### config.mk
export PLATFORM = sky130hd
export DESIGN_NAME = hostq_axil_bridge
export DESIGN_NICKNAME = d
export VERILOG_FILES = /design/src/rtl/hostq_pkg.sv /design/src/rtl/hostq_wr_chan.sv /design/src/rtl/hostq_rd_chan.sv /design/src/rtl/hostq_regs.sv /design/src/rtl/hostq_axil_bridge.sv
export SDC_FILE = /design/constraint.sdc
export NUM_CORES = 1
export LEC_CHECK = 0
export ABC_CLOCK_PERIOD_IN_PS = 2550
export BUFFER_PORTS_ARGS = -buffer_cell sky130_fd_sc_hd__buf_2
export CAP_MARGIN = 20
export CORE_MARGIN = 1.5
export CORE_UTILIZATION = 46
export DETAILED_ROUTE_END_ITERATION = 8
export PLACE_DENSITY = 0.93
export SLEW_MARGIN = 30
export SYNTH_ARGS = -nofsm -noshare
export SYNTH_HDL_FRONTEND = slang
export SYNTH_SLANG_ARGS = --single-unit
### constraint.sdc
create_clock -name clk -period 2.55 [get_ports clk]
set_clock_uncertainty 0.15 [all_clocks]
set_input_delay 0.1275 -clock clk [delete_from_list [all_inputs] [get_ports clk]]
set_output_delay 0.1275 -clock clk [all_outputs]
set_load 0.02 [all_outputs]
### src/rtl/hostq_pkg.sv
package hostq_pkg;

   localparam logic [1:0] RESP_OKAY   = 2'b00;
   localparam logic [1:0] RESP_SLVERR = 2'b10;

   typedef enum logic [1:0] {
      TGT_QUEUE  = 2'd0,
      TGT_STATUS = 2'd1,
      TGT_CTRL   = 2'd2,
      TGT_NONE   = 2'd3
   } tgt_kind_e;

   typedef struct packed {
      tgt_kind_e  kind;
      logic [7:0] idx;
   } tgt_sel_t;

   // Word map: queue slots first, then status, then control.
   function automatic tgt_sel_t decode_word(input logic [31:0] word,
                                            input logic [31:0] nq);
      tgt_sel_t s;
      s.idx  = 8'd0;
      s.kind = TGT_NONE;
      if (word < nq) begin
         s.kind = TGT_QUEUE;
         s.idx  = word[7:0];
      end else if (word == nq) begin
         s.kind = TGT_STATUS;
      end else if (word == nq + 32'd1) begin
         s.kind = TGT_CTRL;
      end
      return s;
   endfunction

endpackage

### src/rtl/hostq_wr_chan.sv
module hostq_wr_chan #(
   parameter int ADDR_W = 12,
   parameter int DATA_W = 32
) (
   input  logic                clk,
   input  logic                rst_n,
   input  logic [ADDR_W-1:0]   s_awaddr,
   input  logic                s_awvalid,
   output logic                s_awready,
   input  logic [DATA_W-1:0]   s_wdata,
   input  logic [DATA_W/8-1:0] s_wstrb,
   input  logic                s_wvalid,
   output logic                s_wready,
   output logic [1:0]          s_bresp,
   output logic                s_bvalid,
   input  logic                s_bready,
   output logic                commit,
   output logic [ADDR_W-1:0]   c_addr,
   output logic [DATA_W-1:0]   c_data,
   output logic [DATA_W/8-1:0] c_strb,
   input  logic                c_err
);
   import hostq_pkg::*;

   logic aw_held, w_held, bvalid_q;
   logic [1:0] bresp_q;

   assign s_awready = !aw_held && !bvalid_q;
   assign s_wready  = !w_held && !bvalid_q;
   assign commit    = aw_held && w_held && !bvalid_q;
   assign s_bvalid  = bvalid_q;
   assign s_bresp   = bresp_q;

   always_ff @(posedge clk) begin
      if (!rst_n) begin
         aw_held  <= 1'b0;
         w_held   <= 1'b0;
         bvalid_q <= 1'b0;
         bresp_q  <= RESP_OKAY;
         c_addr   <= '0;
         c_data   <= '0;
         c_strb   <= '0;
      end else begin
         if (s_awvalid && s_awready) begin
            aw_held <= 1'b1;
            c_addr  <= s_awaddr;
         end
         if (s_wvalid && s_wready) begin
            w_held <= 1'b1;
            c_data <= s_wdata;
            c_strb <= s_wstrb;
         end
         if (commit) begin
            aw_held  <= 1'b0;
            w_held   <= 1'b0;
            bvalid_q <= 1'b1;
            bresp_q  <= c_err ? RESP_SLVERR : RESP_OKAY;
         end else if (bvalid_q && s_bready) begin
            bvalid_q <= 1'b0;
         end
      end
   end

endmodule

### src/rtl/hostq_rd_chan.sv
module hostq_rd_chan #(
   parameter int ADDR_W = 12,
   parameter int DATA_W = 32
) (
   input  logic              clk,
   input  logic              rst_n,
   input  logic [ADDR_W-1:0] s_araddr,
   input  logic              s_arvalid,
   output logic              s_arready,
   output logic [DATA_W-1:0] s_rdata,
   output logic [1:0]        s_rresp,
   output logic              s_rvalid,
   input  logic              s_rready,
   output logic              fire,
   output logic [ADDR_W-1:0] f_addr,
   input  logic [DATA_W-1:0] ld_data,
   input  logic              ld_err
);
   import hostq_pkg::*;

   logic rvalid_q;

   assign s_arready = !rvalid_q;
   assign fire      = s_arvalid && s_arready;
   assign f_addr    = s_araddr;
   assign s_rvalid  = rvalid_q;

   always_ff @(posedge clk) begin
      if (!rst_n) begin
         rvalid_q <= 1'b0;
         s_rdata  <= '0;
         s_rresp  <= RESP_OKAY;
      end else if (fire) begin
         rvalid_q <= 1'b1;
         s_rdata  <= ld_err ? '0 : ld_data;
         s_rresp  <= ld_err ? RESP_SLVERR : RESP_OKAY;
      end else if (rvalid_q && s_rready) begin
         rvalid_q <= 1'b0;
      end
   end

endmodule

### src/rtl/hostq_regs.sv
module hostq_regs #(
   parameter int REG_W = 16,
   parameter int EXT_W = 8
) (
   input  logic               clk,
   input  logic               rst_n,
   input  logic               ctrl_we,
   input  logic [REG_W-1:0]   ctrl_wdata,
   input  logic [REG_W/8-1:0] ctrl_wstrb,
   input  logic [EXT_W-1:0]   status_in,
   input  logic               set_under,
   input  logic               set_over,
   input  logic               clr_sticky,
   output logic [REG_W-1:0]   ctrl_q,
   output logic [REG_W-1:0]   status_word,
   output logic               irq
);
   localparam int STAT_W = EXT_W + 2;
   localparam int NLANE  = REG_W / 8;

   logic under_q, over_q;

   for (genvar b = 0; b < NLANE; b++) begin : g_lane
      logic [7:0] lane_q;
      always_ff @(posedge clk) begin
         if (!rst_n)
            lane_q <= 8'h00;
         else if (ctrl_we && ctrl_wstrb[b])
            lane_q <= ctrl_wdata[b*8 +: 8];
      end
      assign ctrl_q[b*8 +: 8] = lane_q;
   end

   // A new error event wins over a clear in the same cycle.
   always_ff @(posedge clk) begin
      if (!rst_n) begin
         under_q <= 1'b0;
         over_q  <= 1'b0;
      end else begin
         if (set_under)       under_q <= 1'b1;
         else if (clr_sticky) under_q <= 1'b0;
         if (set_over)        over_q  <= 1'b1;
         else if (clr_sticky) over_q  <= 1'b0;
      end
   end

   if (REG_W > STAT_W) begin : g_pad
      assign status_word = {{(REG_W-STAT_W){1'b0}}, over_q, under_q, status_in};
   end else begin : g_nopad
      assign status_word = {over_q, under_q, status_in};
   end

   assign irq = |(status_word[STAT_W-1:0] & ctrl_q[STAT_W-1:0]);

endmodule

### src/rtl/hostq_axil_bridge.sv
module hostq_axil_bridge #(
   parameter int NQ     = 2,
   parameter int ADDR_W = 12,
   parameter int DATA_W = 32,
   parameter int REG_W  = 16,
   parameter int EXT_W  = 8
) (
   input  logic                clk,
   input  logic                rst_n,
   input  logic [ADDR_W-1:0]   s_awaddr,
   input  logic                s_awvalid,
   output logic                s_awready,
   input  logic [DATA_W-1:0]   s_wdata,
   input  logic [DATA_W/8-1:0] s_wstrb,
   input  logic                s_wvalid,
   output logic                s_wready,
   output logic [1:0]          s_bresp,
   output logic                s_bvalid,
   input  logic                s_bready,
   input  logic [ADDR_W-1:0]   s_araddr,
   input  logic                s_arvalid,
   output logic                s_arready,
   output logic [DATA_W-1:0]   s_rdata,
   output logic [1:0]          s_rresp,
   output logic                s_rvalid,
   input  logic                s_rready,
   output logic [NQ-1:0]       tx_push,
   output logic [NQ*REG_W-1:0] tx_data,
   input  logic [NQ-1:0]       tx_full,
   output logic [NQ-1:0]       rx_pop,
   input  logic [NQ*REG_W-1:0] rx_data,
   input  logic [NQ-1:0]       rx_empty,
   input  logic [EXT_W-1:0]    status_in,
   output logic [REG_W-1:0]    ctrl_out,
   output logic                irq
);
   import hostq_pkg::*;

   localparam int NLANE  = REG_W / 8;
   localparam int STAT_W = EXT_W + 2;
   localparam int WORD_W = ADDR_W - 2;

   if (NQ < 1 || NQ > 255) begin : g_bad_nq
      $error("hostq_axil_bridge: NQ must be 1..255");
   end
   if (DATA_W != 32 && DATA_W != 64) begin : g_bad_data
      $error("hostq_axil_bridge: DATA_W must be 32 or 64");
   end
   if (REG_W % 8 != 0 || REG_W > DATA_W) begin : g_bad_reg
      $error("hostq_axil_bridge: REG_W must be whole bytes within DATA_W");
   end
   if (STAT_W > REG_W) begin : g_bad_ext
      $error("hostq_axil_bridge: EXT_W+2 must fit in REG_W");
   end
   if ((1 << WORD_W) < NQ + 2) begin : g_bad_addr
      $error("hostq_axil_bridge: ADDR_W too small for the word map");
   end

   // write channel
   logic                commit;
   logic [ADDR_W-1:0]   c_addr;
   logic [DATA_W-1:0]   c_data;
   logic [DATA_W/8-1:0] c_strb;
   tgt_sel_t            wsel;
   logic                w_full_lanes;
   logic [NQ-1:0]       w_hit;

   assign wsel         = decode_word(32'(c_addr[ADDR_W-1:2]), 32'(NQ));
   assign w_full_lanes = &c_strb[NLANE-1:0];

   hostq_wr_chan #(.ADDR_W(ADDR_W), .DATA_W(DATA_W)) u_wr (
      .clk       (clk),
      .rst_n     (rst_n),
      .s_awaddr  (s_awaddr),
      .s_awvalid (s_awvalid),
      .s_awready (s_awready),
      .s_wdata   (s_wdata),
      .s_wstrb   (s_wstrb),
      .s_wvalid  (s_wvalid),
      .s_wready  (s_wready),
      .s_bresp   (s_bresp),
      .s_bvalid  (s_bvalid),
      .s_bready  (s_bready),
      .commit    (commit),
      .c_addr    (c_addr),
      .c_data    (c_data),
      .c_strb    (c_strb),
      .c_err     (wsel.kind == TGT_NONE)
   );

   // read channel
   logic              fire;
   logic [ADDR_W-1:0] f_addr;
   logic [DATA_W-1:0] ld_data;
   tgt_sel_t          rsel;
   logic [NQ-1:0]     r_hit;
   logic [REG_W-1:0]  ld_word;

   assign rsel = decode_word(32'(f_addr[ADDR_W-1:2]), 32'(NQ));

   hostq_rd_chan #(.ADDR_W(ADDR_W), .DATA_W(DATA_W)) u_rd (
      .clk       (clk),
      .rst_n     (rst_n),
      .s_araddr  (s_araddr),
      .s_arvalid (s_arvalid),
      .s_arready (s_arready),
      .s_rdata   (s_rdata),
      .s_rresp   (s_rresp),
      .s_rvalid  (s_rvalid),
      .s_rready  (s_rready),
      .fire      (fire),
      .f_addr    (f_addr),
      .ld_data   (ld_data),
      .ld_err    (rsel.kind == TGT_NONE)
   );

   // per-queue strobes
   for (genvar q = 0; q < NQ; q++) begin : g_queue
      assign w_hit[q] = commit && (wsel.kind == TGT_QUEUE) && (wsel.idx == 8'(q))
                        && w_full_lanes;
      assign tx_push[q] = w_hit[q] && !tx_full[q];
      assign tx_data[q*REG_W +: REG_W] = c_data[REG_W-1:0];
      assign r_hit[q] = fire && (rsel.kind == TGT_QUEUE) && (rsel.idx == 8'(q));
      assign rx_pop[q] = r_hit[q] && !rx_empty[q];
   end

   // registers
   logic [REG_W-1:0] ctrl_q, status_word;

   hostq_regs #(.REG_W(REG_W), .EXT_W(EXT_W)) u_regs (
      .clk         (clk),
      .rst_n       (rst_n),
      .ctrl_we     (commit && (wsel.kind == TGT_CTRL)),
      .ctrl_wdata  (c_data[REG_W-1:0]),
      .ctrl_wstrb  (c_strb[NLANE-1:0]),
      .status_in   (status_in),
      .set_under   (|(r_hit & rx_empty)),
      .set_over    (|(w_hit & tx_full)),
      .clr_sticky  (fire && (rsel.kind == TGT_STATUS)),
      .ctrl_q      (ctrl_q),
      .status_word (status_word),
      .irq         (irq)
   );

   assign ctrl_out = ctrl_q;

   // read data select
   always_comb begin
      ld_word = '0;
      unique case (rsel.kind)
         TGT_QUEUE: begin
            for (int q = 0; q < NQ; q++)
               if (rsel.idx == 8'(q) && !rx_empty[q])
                  ld_word = rx_data[q*REG_W +: REG_W];
         end
         TGT_STATUS: ld_word = status_word;
         TGT_CTRL:   ld_word = ctrl_q;
         default:    ld_word = '0;
      endcase
   end

   if (DATA_W > REG_W) begin : g_ext
      assign ld_data = {{(DATA_W-REG_W){1'b0}}, ld_word};
   end else begin : g_noext
      assign ld_data = ld_word;
   end

   logic unused_bits;
   assign unused_bits = &{1'b0, c_addr[1:0], f_addr[1:0], c_data, c_strb};

endmodule

==> flow_summary.json <==
{
  "status": "complete, no violations",
  "r2r_slack_ns": 0.65,
  "antenna_left": 0,
  "worstMarginPinSlew_ns": 0.7389,
  "worstSetupStartpointType": "register",
  "routedWlPerCell_um": 15.41,
  "ys_types": 38,
  "clockBufferDepth": 2,
  "clk_latency_ns": 0.34,
  "dieArea_sq_mm": 0.007597,
  "rsz0062_at_grt": "false",
  "drt_wl_total_mm": 9.954,
  "syn_inst": 365,
  "most-common-layout-cells": "164 x buf_2, 76 x nand2_1, 68 x dfxtp_1, 43 x dlygate4sd3_1, 29 x a21boi_0",
  "drc_errors": 0,
  "gp_congestion": 0.9270,
  "worstPathRequired_ns": 2.27,
  "dp.cells": 587,
  "track_usage": 0.2595,
  "power_density_mw_per_mm2": 564.4,
  "report.final.slew_viol_count": 0,
  "die_x_um": 87.16,
  "drive_gt1_frac": 0.3418,
  "min_from": "rx_data[19]",
  "reg2regPathDepth": 4,
  "ys_ff_latch": 68,
  "peakVddDrop_mv": 0.3511,
  "tritoncts": "built",
  "placeableCoreArea_sq_mm": 0.006832,
  "whs_ns": 0.009399,
  "root_buffer": "clkbuf_8",
  "diodes": 0,
  "fin_crit_sh": 0.7863,
  "ctsHtreeMaxLevel": 3,
  "r2r_end": "u_regs.g_lane[0].lane_q[5]$_SDFFE_PN0P_",
  "synth_area_sq_mm": 0.003258,
  "final_nets": 656,
  "die_y_um": 87.16,
  "io_pins": 205,
  "r2r-start": "u_wr.c_addr[8]$_SDFFE_PN0P_",
  "post_cts_resized": 0,
  "port_buffers": 164,
  "cp.arrival_ns": 1.73,
  "post-cts-setup-buffers": 0,
  "min_to": "u_rd.s_rdata[3]$_SDFFE_PN0P_",
  "cts_made_buffers": 9,
  "first_global_vias": 3223,
  "rows": 30,
  "grt_pass1_wl_mm": 15.21,
  "cp_max_fo": 4,
  "drt_first_pass_iters": 5,
  "first_iter_violations": 180,
  "layoutNonFillerInstCount": 646,
  "path_class": "reg -> out",
  "antenna_found_initial": 0,
  "area.growth.synth_to_final_pct": 39.86,
  "hpwl_mm": 6.569,
  "slew_headroom": 0.5074,
  "synthArstFlopShare": 0,
  "leakage_nw": 2.172,
  "period_minus_slack_ns": 2.005,
  "dp_slack_ns": 0.6892,
  "synth_area_leader_cell": "dfxtp_1",
  "viasPerCell": 5.260,
  "seq_area_frac_synth": 0.4178,
  "layout_commonest_cell": "buf_2",
  "syn-mean-instance-area_sq_um": 8.926,
  "cts_hold_buf": 42,
  "synth.top_cell.area_share": 0.4178,
  "setup-tns-final_ns": 0,
  "synth_edf_count": 0,
  "vias": 3398,
  "worstHoldPathCells": 3,
  "synth_ff_type": "dfxtp_1",
  "finalHoldViolCount": 0,
  "yosys_warnings": 0,
  "start_util": 0.4769,
  "max_freq_ghz": 0.4987,
  "overflow": 0,
  "ys_top_cells_by_area": "dfxtp_1 42%, nand2_1 8.8%, buf_4 7.8%, a21boi_0 6.7%, a221oi_1 5.6%",
  "crit_path_end_kind": "primary output",
  "drv_cap": 0,
  "cts_sinks": 68,
  "hp-class": "in -> reg",
  "grt_start_max_net_pins": 53,
  "clk_pin_slew_ns": 0.08,
  "setup_viol": 0,
  "fin_ws_ns": 0.5448
}
logic make-up (layout without fill, tap and decap cells):
group	count (synthesis)	in the layout	synth area share
AO/OA/AOI/OAI	91	91	0.2131
buffers and inverters	60	228	0.1187
flip-flops	68	68	0.4178
multiplexers	18	18	0.05568
other	1	18	0.001151
AND/OR/NAND/NOR	127	127	0.1935
synthesized netlist by cell type, types with 2 or more instances:
cell type and n:
nand2_1 76, dfxtp_1 68, buf_4 34, a21boi_0 29, a221oi_1 21, nor2b_1 18, mux2i_1 17, clkbuf_1 10
o31ai_1 10, a22oi_1 9, buf_2 9, nor2_1 9, a22o_1 7, o21ai_0 7, and3_1 4, inv_1 4
and2_1 3, buf_6 3, a31oi_1 2, and3b_1 2, nand4_1 2, nor3_1 2, nor4_1 2, nor4_4 2
o21ai_1 2
worst max path at each step:
stage	start	to	slack [ns]
after global routing	s_arvalid	rx_pop[1]	0.42
after CTS	s_arvalid	rx_pop[1]	0.57
after detailed placement	u_wr.c_addr[8]$_SDFFE_PN0P_	u_regs.g_lane[0].lane_q[4]$_SDFFE_PN0P_	0.69
final	u_wr.c_addr[8]$_SDFFE_PN0P_	tx_push[0]	0.54
after floorplan	u_wr.s_bvalid$_SDFFE_PN0P_	u_wr.c_data[10]$_SDFFE_PN0P_	0.86
after global placement	u_wr.c_addr[8]$_SDFFE_PN0P_	u_regs.g_lane[0].lane_q[6]$_SDFFE_PN0P_	0.77
through the flow:
stage | utilization | power (mW) | area, sq um
4_1_cts | 0.6652 | 2.572 | 4544
2_1_floorplan | - | 1.430 | 3322
6_report | 0.6670 | 2.572 | 4557
3_5_place_dp | 0.5707 | 1.534 | 3899
3_3_place_gp | 0.5707 | 1.523 | 3899
5_1_grt | 0.6670 | 2.685 | 4557
critical path: stages, from the launching register on:
cell and delay (ns):
dfxtp_1 0.34, nor4_4 0.36, nand4_1 0.24, nor3_1 0.24
buf_2 0.21
routing by layer:
layer | GRT usage | vias to the layer above | part of all wire
met3 | 0.06540 | 23 | 0.066
li1 | - | 1600 | -
met4 | 0.09235 | 0 | 0.021
met2 | 0.4644 | 199 | 0.52
met1 | 0.2991 | 1576 | 0.39
met5 | 0 | - | 0
flip-flops by register name (all words and copies together) (netlist names):
name	flops
u_regs.under_q	1
u_wr.w_held	1
u_regs.over_q	1
u_wr.s_bresp	1
u_wr.c_addr	10
u_wr.aw_held	1
u_rd.s_rresp	1
u_wr.c_data	16
u_wr.s_bvalid	1
u_wr.c_strb	2
u_rd.s_rvalid	1
u_rd.s_rdata	16
u_regs.g_lane.lane_q	16
power breakdown:
part	switching [mW]	total [mW]	internal (mW)
Combinational	0.248	0.433	0.185
Clock	0.422	1.00	0.577
Sequential	0.0391	1.14	1.10
Total	0.709	2.57	1.86
layout make-up:
type	count	area [sq um]
Fill cell	574	2275
Clock buffer	10	137.6
Clock inverter	6	87.58
Timing Repair Buffer	208	1259
Multi-Input combinational cell	254	1577
Inverter	4	15.01
Sequential cell	68	1361
Tap cell	96	120.1
Power figures use the tool's default switching activity.
